### src/rtl/e1fa_pkg.sv
package e1fa_pkg;
  typedef enum logic [1:0] {
    ST_HUNT     = 2'd0,
    ST_WAIT_SW  = 2'd1,
    ST_WAIT_FAS = 2'd2,
    ST_SYNC     = 2'd3
  } fa_state_t;
endpackage

### src/rtl/e1fa_window.sv
module e1fa_window #(
  parameter int               FAS_W   = 7,
  parameter logic [FAS_W-1:0] FAS_PAT = 7'b0011011
) (
  input  logic clk,
  input  logic rst,
  input  logic vld_i,
  input  logic din_i,
  output logic fas_hit_o,
  output logic sw_bit_o
);
  logic [FAS_W-1:0] win_q;
  logic [FAS_W-1:0] win_nxt;

  // history including the bit being accepted now
  assign win_nxt   = {win_q[FAS_W-2:0], din_i};
  assign fas_hit_o = (win_nxt == FAS_PAT);
  assign sw_bit_o  = win_nxt[FAS_W-1];   // oldest of the seven = bit 2

  always_ff @(posedge clk) begin
    if (rst)        win_q <= '0;
    else if (vld_i) win_q <= win_nxt;
  end
endmodule

### src/rtl/e1fa_pos.sv
module e1fa_pos #(
  parameter int FRAME_BITS = 256,
  parameter int POS_W      = 8,
  parameter int LOAD_POS   = 8
) (
  input  logic             clk,
  input  logic             rst,
  input  logic             vld_i,
  input  logic             load_i,
  output logic [POS_W-1:0] pos_o,
  output logic             fas_frame_o
);
  localparam logic [POS_W-1:0] LAST = POS_W'(FRAME_BITS - 1);
  localparam logic [POS_W-1:0] LOADV = POS_W'(LOAD_POS);

  logic [POS_W-1:0] pos_q;
  logic             ff_q;

  always_ff @(posedge clk) begin
    if (rst) begin
      pos_q <= '0;
      ff_q  <= 1'b0;
    end else if (vld_i) begin
      if (load_i) begin
        pos_q <= LOADV;
        ff_q  <= 1'b1;
      end else if (pos_q == LAST) begin
        pos_q <= '0;
        ff_q  <= ~ff_q;
      end else begin
        pos_q <= pos_q + 1'b1;
      end
    end
  end

  assign pos_o       = pos_q;
  assign fas_frame_o = ff_q;

  // no strobe, no movement
  p_pos_hold_r10: assert property (@(posedge clk) disable iff (rst)
    !vld_i |=> $stable(pos_q) && $stable(ff_q));
endmodule

### src/rtl/e1fa_fsm.sv
module e1fa_fsm
  import e1fa_pkg::*;
#(
  parameter int POS_W   = 8,
  parameter int CHK_POS = 7,
  parameter int LOSS_LO = 3,
  parameter int LOSS_HI = 4,
  parameter int CNT_W   = 3
) (
  input  logic             clk,
  input  logic             rst,
  input  logic             vld_i,
  input  logic             fas_hit_i,
  input  logic             sw_bit_i,
  input  logic [POS_W-1:0] pos_i,
  input  logic             fas_frame_i,
  input  logic             cfg_thr4_i,
  input  logic             cfg_sw_loss_i,
  output logic             load_o,
  output logic             lfa_o
);
  fa_state_t        st_q, st_n;
  logic             lfa_q, lfa_n;
  logic [CNT_W-1:0] fc_q, fc_n, sc_q, sc_n;
  logic [CNT_W-1:0] thr;
  logic             chk;

  assign thr = cfg_thr4_i ? CNT_W'(LOSS_HI) : CNT_W'(LOSS_LO);
  assign chk = vld_i && (pos_i == POS_W'(CHK_POS));

  always_comb begin
    st_n   = st_q;
    lfa_n  = lfa_q;
    fc_n   = fc_q;
    sc_n   = sc_q;
    load_o = 1'b0;
    unique case (st_q)
      ST_HUNT: begin
        if (vld_i && fas_hit_i) begin
          load_o = 1'b1;
          st_n   = ST_WAIT_SW;
        end
      end
      ST_WAIT_SW: begin
        if (chk) st_n = (!fas_frame_i && sw_bit_i) ? ST_WAIT_FAS : ST_HUNT;
      end
      ST_WAIT_FAS: begin
        if (chk) begin
          if (fas_hit_i) begin
            st_n  = ST_SYNC;
            lfa_n = 1'b0;
            fc_n  = '0;
            sc_n  = '0;
          end else begin
            st_n = ST_HUNT;
          end
        end
      end
      ST_SYNC: begin
        if (chk) begin
          if (fas_frame_i) begin
            if (fas_hit_i)            fc_n = '0;
            else if (fc_q + 1'b1 >= thr) begin
              st_n  = ST_HUNT;
              lfa_n = 1'b1;
            end else                  fc_n = fc_q + 1'b1;
          end else begin
            if (!cfg_sw_loss_i || sw_bit_i) sc_n = '0;
            else if (sc_q + 1'b1 >= thr) begin
              st_n  = ST_HUNT;
              lfa_n = 1'b1;
            end else                        sc_n = sc_q + 1'b1;
          end
        end
      end
      default: st_n = ST_HUNT;
    endcase
  end

  always_ff @(posedge clk) begin
    if (rst) begin
      st_q  <= ST_HUNT;
      lfa_q <= 1'b1;
      fc_q  <= '0;
      sc_q  <= '0;
    end else begin
      st_q  <= st_n;
      lfa_q <= lfa_n;
      fc_q  <= fc_n;
      sc_q  <= sc_n;
    end
  end

  assign lfa_o = lfa_q;

  // alignment only ever regained out of the final confirmation step
  p_regain_path_r3: assert property (@(posedge clk) disable iff (rst)
    $fell(lfa_q) |-> $past(st_q) == ST_WAIT_FAS);
  // hunting implies loss is flagged
  p_hunt_flagged_r4: assert property (@(posedge clk) disable iff (rst)
    st_q == ST_HUNT |-> lfa_q);
  // error run never reaches the largest threshold while aligned
  p_run_bound_r5: assert property (@(posedge clk) disable iff (rst)
    st_q == ST_SYNC |-> (fc_q < CNT_W'(LOSS_HI)) && (sc_q < CNT_W'(LOSS_HI)));
endmodule

### src/rtl/e1_frame_align.sv
module e1_frame_align #(
  parameter int               FRAME_BITS = 256,
  parameter int               FAS_W      = 7,
  parameter logic [FAS_W-1:0] FAS_PAT    = 7'b0011011,
  parameter int               LOSS_LO    = 3,
  parameter int               LOSS_HI    = 4
) (
  input  logic clk,
  input  logic rst,
  input  logic bit_vld_i,
  input  logic bit_i,
  input  logic cfg_thr4_i,
  input  logic cfg_sw_loss_i,
  input  logic cfg_mf_en_i,
  output logic lfa_o,
  output logic lfa_irq_o,
  output logic frame_start_o,
  output logic mf_resync_o
);
  localparam int POS_W    = $clog2(FRAME_BITS);
  localparam int CHK_POS  = FAS_W;        // index of bit 8 (0-based)
  localparam int LOAD_POS = FAS_W + 1;    // next index after bit 8
  localparam int CNT_W    = $clog2(LOSS_HI + 1);

  logic             fas_hit, sw_bit, load, fas_frame, lfa;
  logic [POS_W-1:0] pos;
  logic             lfa_d, irq_q, fs_q, mf_q;

  e1fa_window #(.FAS_W(FAS_W), .FAS_PAT(FAS_PAT)) u_win (
    .clk(clk), .rst(rst), .vld_i(bit_vld_i), .din_i(bit_i),
    .fas_hit_o(fas_hit), .sw_bit_o(sw_bit)
  );

  e1fa_pos #(.FRAME_BITS(FRAME_BITS), .POS_W(POS_W), .LOAD_POS(LOAD_POS)) u_pos (
    .clk(clk), .rst(rst), .vld_i(bit_vld_i), .load_i(load),
    .pos_o(pos), .fas_frame_o(fas_frame)
  );

  e1fa_fsm #(.POS_W(POS_W), .CHK_POS(CHK_POS), .LOSS_LO(LOSS_LO),
             .LOSS_HI(LOSS_HI), .CNT_W(CNT_W)) u_fsm (
    .clk(clk), .rst(rst), .vld_i(bit_vld_i), .fas_hit_i(fas_hit),
    .sw_bit_i(sw_bit), .pos_i(pos), .fas_frame_i(fas_frame),
    .cfg_thr4_i(cfg_thr4_i), .cfg_sw_loss_i(cfg_sw_loss_i),
    .load_o(load), .lfa_o(lfa)
  );

  always_ff @(posedge clk) begin
    if (rst) begin
      lfa_d <= 1'b1;
      irq_q <= 1'b0;
      fs_q  <= 1'b0;
      mf_q  <= 1'b0;
    end else begin
      lfa_d <= lfa;
      irq_q <= lfa & ~lfa_d;
      fs_q  <= bit_vld_i && (pos == '0) && !lfa;
      mf_q  <= cfg_mf_en_i & ~lfa & lfa_d;
    end
  end

  assign lfa_o         = lfa;
  assign lfa_irq_o     = irq_q;
  assign frame_start_o = fs_q;
  assign mf_resync_o   = mf_q;

  // every rise of the flag is followed by the interrupt
  p_irq_follows_rise_r7: assert property (@(posedge clk) disable iff (rst)
    $rose(lfa_o) |=> lfa_irq_o);
  // interrupt lasts a single cycle
  p_irq_single_r7: assert property (@(posedge clk) disable iff (rst)
    lfa_irq_o |=> !lfa_irq_o);
  // frame marker only while aligned
  p_fs_aligned_r8: assert property (@(posedge clk) disable iff (rst)
    frame_start_o |-> !lfa_o);
  // resync request only with multiframe operation enabled
  p_mf_enabled_r9: assert property (@(posedge clk) disable iff (rst)
    mf_resync_o |-> $past(cfg_mf_en_i));
endmodule

### config.mk
export PLATFORM = sky130hd
export DESIGN_NAME = e1_frame_align
export DESIGN_NICKNAME = d
export VERILOG_FILES = /design/src/rtl/e1fa_pkg.sv /design/src/rtl/e1fa_window.sv /design/src/rtl/e1fa_pos.sv /design/src/rtl/e1fa_fsm.sv /design/src/rtl/e1_frame_align.sv
export SDC_FILE = /design/constraint.sdc
export NUM_CORES = 1
export LEC_CHECK = 0
export ABC_AREA = 0
export BUFFER_PORTS_ARGS = -buffer_cell sky130_fd_sc_hd__buf_2
export CAP_MARGIN = 20
export CORE_MARGIN = 3
export CORE_UTILIZATION = 53
export DETAILED_ROUTE_END_ITERATION = 12
export GPL_ROUTABILITY_DRIVEN = 0
export PLACE_DENSITY = 0.76
export SKIP_LAST_GASP = 1
export SYNTH_ARGS = -nofsm -noshare
export SYNTH_HDL_FRONTEND = slang
export SYNTH_HIERARCHICAL = 1
export SYNTH_SLANG_ARGS = --single-unit
### constraint.sdc
create_clock -name clk -period 2 [get_ports clk]
set_clock_uncertainty 0.2 [all_clocks]
set_input_delay 0.1 -clock clk [delete_from_list [all_inputs] [get_ports clk]]
set_output_delay 0.1 -clock clk [all_outputs]
set_load 0.005 [all_outputs]
==> reports/summary.md, run 1 <==
• 3 — number of clock buffers inserted by TritonCTS
• 1.03 mW — Design Power
• 19 — total number of placement rows
• 0 — ANT nets after route
• 0.00109 sq mm — total area of multi-input combinational cells
• bit_vld_i — origin of the worst min-delay path
• 69.0% — Rel. slew slack
• 0.00281 sq mm — core outline area
• done — TritonCTS clock tree
• 9.02 sq um — Avg Synthesized Cell Area
• 0% — Async SR Flop Fraction
• 22.1% — Global Route Usage Sum
• 0 — count of max-cap constraint violations
• 2 — Longest Clk Path Bufs
• -0.125 ns — worst slack, placed
• sky130_fd_sc_hd__dfxtp_1, sky130_fd_sc_hd__nor2_1, sky130_fd_sc_hd__nand2_1, sky130_fd_sc_hd__ha_1, sky130_fd_sc_hd__inv_1 — commonest cells in the synthesized netlist
• 503 mW/mm^2 — PwrDens
• 229 — nets@finish
• 0.489 GHz — maximum clock frequency
• reg -> reg — type of the setup path with the least slack
• register — crit start category
• 0.00158 sq mm — cell area after synthesis
• 11 — top-level port count
• 175 — cell count after synthesis
• 31.1% — layout cell share with drive strength beyond 1
• 10 — count of buffers from port buffering
• 5 — number of cells traversed by the worst register-to-register path
• sky130_fd_sc_hd__clkbuf_4 — Root Driver
• 50 — Synth cell types
• negative setup slack — violated checks
• 210 — fill count
• 2490 um — detailed placement HPWL
• 3730 um — wirelength, routed
• 1 — number of levels in the clock H-tree
• 7 — maximum net fanout on the critical path
• 6 — Syn. warnings
• 2.04 ns — fin crit period
• 28 — post-synthesis register bit count
• 23 — largest net degree at the start of global routing
• 0 — number of antenna diodes
• 0.00180 sq mm — placed standard-cell area
• 0.33 ns — worst skew pair latency
• u_pos/pos_o[7] — startpoint of the worst-slack reg-to-reg timing path
• 0 — number of hold violations in the final report
• 1397 — via count of the first global-routing pass
• 0.00367 sq mm — die area
• 0.479 mV — Worst IR Drop VDD
• 0.461 ns — slew of the pin with the lowest slew margin
• 73.2% — Final Core Density
• 2.07 ns — critical path required time
• 101 — drt first-iter violations
• 6.09 — via/cell ratio
• u_pos/pos_o[1] — worst min-delay path endpoint
• 15.4 um — average routed wire per standard cell
• yes — RSZ-0062 raised after global routing
• 60.6 um — Die Y-Extent
• 0 — Post-synth EDFFs
• -0.173 ns — final setup TNS
• register — crit end category
• -0.04 ns — Worst R2R Setup Slack
• 0.0700 ns — hold slack
• -0.0434 ns — Setup WS post-layout
• 0 — remaining global-route overflow
• sky130_fd_sc_hd__dfxtp_1 — cell with the most instances after synthesis
• 230 — number of cells in the design after placement
• 0.00205 sq mm — cell area after layout
• 243 — count of non-filler cells in the finished layout
• 568 sq um — sequential cell area
• 191 — syn_nets
• 0 — number of antenna violations at the first check in global routing
• 0.15 ns — clock-pin slew of the registers on the worst-case setup and hold paths
• 7 — total of endpoints with negative setup slack in the final report
• 28 — clk sinks
• finished, violations left — outcome
• 35.5% — share of synthesized area occupied by flip-flops and latches
• in -> reg — class of the most critical hold timing path
• 30.1% — area delta synth->final
• sky130_fd_sc_hd__dfxtp_1 — largest area contributor in the netlist
• u_fsm/sc_q[0] — r2r endpoint
• 56.3% — effective utilization at floorplan
• sky130_fd_sc_hd__dfxtp_1, sky130_fd_sc_hd__ha_1, sky130_fd_sc_hd__mux2i_1 — leading post-synthesis cells by cell area
• 60.6 um — Die Span X
• 35.5% — share of Yosys cell area claimed by the top area cell type
• 2.11 ns — signal arrival time at the worst endpoint
• 0 — Max Slew Vio Count
• 4 — first-pass detailed-route iteration total
• 102% — share of the clock period used by the worst path
• 1479 — via total after detailed routing
• sky130_fd_sc_hd__dfxtp_1 — commonest register cell after synthesis
• 4 — number of cells traversed by the worst hold path
• 6250 um — global-route wire length before repair
• 0 — DR DRC count
• 0.822 nW — leak pwr
how the worst max path moves through the flow:
stage                     slack, ns           start  cells past startpoint             to
after floorplan               -0.02   u_fsm/fc_q[0]                      7  u_fsm/fc_q[2]
after global placement        -0.06   u_fsm/fc_q[0]                      7  u_fsm/fc_q[2]
after detailed placement      -0.12   u_fsm/fc_q[0]                      7  u_fsm/fc_q[2]
after CTS                     -0.06   u_fsm/fc_q[0]                      7  u_fsm/fc_q[2]
after global routing          -0.09   u_fsm/sc_q[0]                      7  u_fsm/sc_q[1]
final                         -0.04  u_pos/pos_o[7]                      5  u_fsm/sc_q[0]
final cells by class:
type                            count  share of cell area, %
Multi-Input combinational cell    134                   52.9
Sequential cell                    28                   27.6
Timing Repair Buffer               37                   13.3
Tap cell                           31                   1.89
Clock inverter                      1                   1.46
Inverter                            9                   1.64
Clock buffer                        3                   1.10
critical path: stages (launching register included):
cell                      delay, ns
sky130_fd_sc_hd__dfxtp_2       0.35
sky130_fd_sc_hd__or4b_4        0.57
sky130_fd_sc_hd__nor4_4        0.29
sky130_fd_sc_hd__buf_4         0.20
sky130_fd_sc_hd__nand4_1       0.16
sky130_fd_sc_hd__o22ai_1       0.20
timing repair:
item,4_1_cts,5_1_grt
hold buffers,4,0
buffers inserted,2,3
cloned,0,0
gates resized for setup,11,14
setup endpoints to repair,9,9
hold endpoints to repair,11,0
pin swaps,10,11
registers in the layout, summed over array words and instances (netlist names):
name               count
u_pos/pos_o            8
u_win/win_q            6
u_fsm/fc_q             3
u_fsm/sc_q             3
u_fsm/st_q             2
frame_start_o          1
lfa_d                  1
lfa_irq_o              1
mf_resync_o            1
u_fsm/lfa_o            1
u_pos/fas_frame_o      1
cell usage in the layout (no fill, tap or decap), types with 4 or more instances in the layout:
| cell | n |
|---|---|
| sky130_fd_sc_hd__o21ai_0 | 5 |
| sky130_fd_sc_hd__ha_4 | 4 |
| sky130_fd_sc_hd__a21oi_1 | 8 |
| sky130_fd_sc_hd__mux2i_1 | 6 |
| sky130_fd_sc_hd__ha_1 | 5 |
| sky130_fd_sc_hd__dfxtp_2 | 6 |
| sky130_fd_sc_hd__buf_4 | 20 |
| sky130_fd_sc_hd__a21o_1 | 4 |
| sky130_fd_sc_hd__nand4_1 | 4 |
| sky130_fd_sc_hd__nand2_1 | 12 |
| sky130_fd_sc_hd__dlygate4sd3_1 | 4 |
| sky130_fd_sc_hd__xor2_1 | 4 |
| sky130_fd_sc_hd__dfxtp_1 | 22 |
| sky130_fd_sc_hd__nand2b_1 | 7 |
| sky130_fd_sc_hd__inv_1 | 9 |
| sky130_fd_sc_hd__nor2_1 | 15 |
| sky130_fd_sc_hd__buf_2 | 10 |
logic make-up after synthesis:
kind of cell / count (synthesis) / share of synthesized area [%]
compound gates: 45 / 20.8
xor+xnor: 5 / 2.77
fa+ha+maj: 9 / 7.13
buf+inv: 13 / 3.41
flops: 28 / 35.5
mux: 7 / 4.52
simple gates: 68 / 25.8
report_power, final:
group          switching (mW)  internal [mW]
clock                   0.170          0.203
sequential            0.00622          0.563
combinational          0.0480         0.0423
layer usage:
metal / up-vias / part of all wire, % / wire [um] / track usage (%)
met5: - / 0 / 0 / 0
met4: 0 / 1.7 / 63 / 8.36
met3: 7 / 3.3 / 123 / 3.62
met2: 38 / 51 / 1920 / 37.3
met1: 701 / 44 / 1630 / 28.3
li1: 733 / - / - / -
No activity file was read; power rests on OpenSTA's default activity.
==> run 2, diff against run 1 <==
--- a/config.mk
+++ b/config.mk
@@ -7,12 +7,11 @@
 export LEC_CHECK = 0
 export ABC_AREA = 0
 export BUFFER_PORTS_ARGS = -buffer_cell sky130_fd_sc_hd__buf_2
-export CAP_MARGIN = 20
 export CORE_MARGIN = 3
-export CORE_UTILIZATION = 53
+export CORE_UTILIZATION = 30
 export DETAILED_ROUTE_END_ITERATION = 12
 export GPL_ROUTABILITY_DRIVEN = 0
-export PLACE_DENSITY = 0.76
+export PLACE_DENSITY = 0.49
 export SKIP_LAST_GASP = 1
 export SYNTH_ARGS = -nofsm -noshare
 export SYNTH_HDL_FRONTEND = slang
==> run 2 against run 1 <==
  * The flow still finishes with violations (negative setup slack)
  * Combinational power decreased by 4.5%
  * Count of clock-buffer cells in the layout unchanged
  * Fmax decreased by 0.81%
  * Wire length increased by 1.3%
  * Via count decreased by 0.95%
  * Design area increased by 1.8%
  * Final cell count increased by 16%
  * Largest cell class unchanged
==> reports/summary.md, run 2 (same netlist as run 1, synthesis figures left out) <==
• 13.1% — Global Route Usage Sum, -9.0 points
• 21.1% — switching portion of total power, -0.58 points
• 1504 — via count of the first global-routing pass, +7.7%
• sky130_fd_sc_hd__dfxtp_2 — CP max stage cell
• 3780 um — wirelength, routed, +1.3%
• 32.2% — effective utilization at floorplan, -24 points
• 0.00186 sq mm — placed standard-cell area, +3.8%
• 0.318 mV — Worst IR Drop VDD, -34%
• 3 — number of clock buffers inserted by TritonCTS, unchanged
• 2.06 ns — fin crit period, +0.0168 ns
• 0.10 ns — clock-pin slew of the registers on the worst-case setup and hold paths, -0.05 ns
• 6650 um — global-route wire length before repair, +6.4%
• sky130_fd_sc_hd__buf_4 — most frequent standard cell in the layout excluding fill and tap cells
• 31.8% — layout cell share with drive strength beyond 1, +0.64 points
• 13.5 um — average routed wire per standard cell, -12%
• 231 — nets@finish, +0.87%
• 76 — drt first-iter violations, -25%
• 0.233 mW — net switching power, +4.0%
• 2.00 ns — critical path required time, -0.07 ns
• 4 — first-pass detailed-route iteration total, unchanged
• 0.35 ns — Critical Path Max Stage Delay, -0.22 ns
• register — crit end category
• 23 — largest net degree at the start of global routing, unchanged
• 6 — total of endpoints with negative setup slack in the final report, -1
• ha_4, xor2_2, ha_1, a21o_1, a31oi_4, buf_4, o221ai_2, a31oi_1 — critical path, cell by cell
• 0 — count of max-cap constraint violations, unchanged
• 0.485 GHz — maximum clock frequency, -0.81%
• 2.06 ns — signal arrival time at the worst endpoint, -0.05 ns
• done — TritonCTS clock tree
• 32.4% — area delta synth->final
• sky130_fd_sc_hd__buf_4, sky130_fd_sc_hd__dfxtp_1, sky130_fd_sc_hd__nor2_1 — most frequent cells in the layout
• 11 — top-level port count, unchanged
• 0.00491 sq mm — core outline area, +75%
• 5.21 — via/cell ratio, -14%
• sky130_fd_sc_hd__clkbuf_8 — Root Driver
• 1 — number of levels in the clock H-tree, unchanged
• 1.10 mW — Design Power, +6.9%
• 0 — number of antenna violations at the first check in global routing, unchanged
• -0.205 ns — final setup TNS, -0.0320 ns
• 281 — count of non-filler cells in the finished layout, +16%
• 0 — Max Slew Vio Count, unchanged
• 103% — share of the clock period used by the worst path, +0.84 points
• negative setup slack — violated checks
• 1465 — via total after detailed routing, -0.95%
• 0 — ANT nets after route, unchanged
• 0.871 mW — internal power contribution, +7.7%
• 0 — number of antenna diodes, unchanged
• 10 — count of buffers from port buffering, unchanged
• 0 — remaining global-route overflow, unchanged
• 499 — fill count, +140%
• 28 — clk sinks, unchanged
• -0.154 ns — worst slack, placed, -0.0298 ns
• in -> reg — class of the most critical hold timing path
• 2730 um — detailed placement HPWL, +9.7%
• 78.6 um — Die Span X, +30%
• 7.8% — proportion of power drawn by combinational gates, -0.9 points
• reg -> reg — type of the setup path with the least slack
• finished, violations left — outcome
• 25 — total number of placement rows, +6
• 269 — number of cells in the design after placement, +17%
• 78.6 um — Die Y-Extent, +30%
• 0.843 nW — leak pwr, +2.5%
• -0.0602 ns — Setup WS post-layout, -0.0168 ns
• 0.00209 sq mm — cell area after layout, +1.8%
• 0 — DR DRC count, unchanged
• 0 — number of hold violations in the final report, unchanged
• 2 — Longest Clk Path Bufs, unchanged
• 0.28 ns — worst skew pair latency, -0.05 ns
• 51.5% — sequential fraction of design power, -3.7 points
• yes — RSZ-0062 raised after global routing
• 72.8% — Rel. slew slack, +3.9 points
• 8 — number of flip-flops under the largest register name, unchanged
• 5 — maximum net fanout on the critical path, -2
• 0.00617 sq mm — die area, +68%
• 40.7% — clock share of power, +4.6 points
• register — crit start category
• 528 mW/mm^2 — PwrDens, +5.0%
• 0.407 ns — slew of the pin with the lowest slew margin, -0.0533 ns
run 2: cell count changes in the layout (fill, tap and decap cells not counted), sizes merged:
cell | previous run | this run
buf | 33 | 37
dlygate4sd3 | 4 | 2
run 2: cell type report:
cell class	instances	area, sq um	area share [%]
timing repair buffer	39	273	13.0
tap	67	83.8	4.01
clock buffer	3	41.3	1.97
multi-input combinational	134	1060	50.8
sequential	28	567	27.1
clock inverter	1	30.0	1.44
inverter	9	33.8	1.62
run 2: routing by layer:
layer | up-vias | GRT usage, % | wire length [um]
li1 | 737 | - | -
met1 | 703 | 16.2 | 1720
met2 | 21 | 23.4 | 1890
met3 | 4 | 1.72 | 123
met4 | 0 | 4.20 | 43
met5 | - | 0 | 0
run 2: critical path: cells and delay by family (launching register included):
| family | cells | cell delay, ns |
|---|---|---|
| DFF | 1 | 0.35 |
| xor gates and xnor gates | 1 | 0.14 |
| adders and majority gates | 2 | 0.47 |
| buffers and inverters | 1 | 0.16 |
| AOI/OAI and AO/OA | 4 | 0.68 |
run 2: final timing paths:
kind	from	end	slack, ns	depth (start not counted)
worst min-delay path	rst	u_win/win_q[2]	0.02	2
worst max-delay path	u_fsm/fc_q[1]	u_fsm/st_q[1]	-0.06	8
worst min register to register	lfa_d	lfa_irq_o	0.22	1
worst max register to register	u_fsm/fc_q[1]	u_fsm/st_q[1]	-0.06	8
run 2: stage by stage:
step / hold slack, ns / utilization, %
after floorplan: -0.0309 / -
after global placement: 0.118 / 37.9
after detailed placement: 0.133 / 37.9
after CTS: 0.0309 / 42.1
after global routing: 0.0446 / 42.6
final: 0.0244 / 42.6
run 2: repair_timing:
| item | CTS | global route |
|---|---|---|
| hold buffers | 2 | 0 |
| setup buffers | 3 | 3 |
| pin swaps | 12 | 13 |
| hold endpoints to repair | 2 | 0 |
| setup endpoints to repair | 9 | 9 |
| resized for setup | 17 | 2 |
run 2: power by group through the flow:
stage	sequential, mW	clock [mW]	combinational (mW)
after floorplan	0.581	0	0.0466
after global placement	0.582	0	0.0723
after detailed placement	0.582	0	0.0741
after CTS	0.569	0.466	0.0835
after global routing	0.570	0.489	0.0961
final	0.569	0.449	0.0862
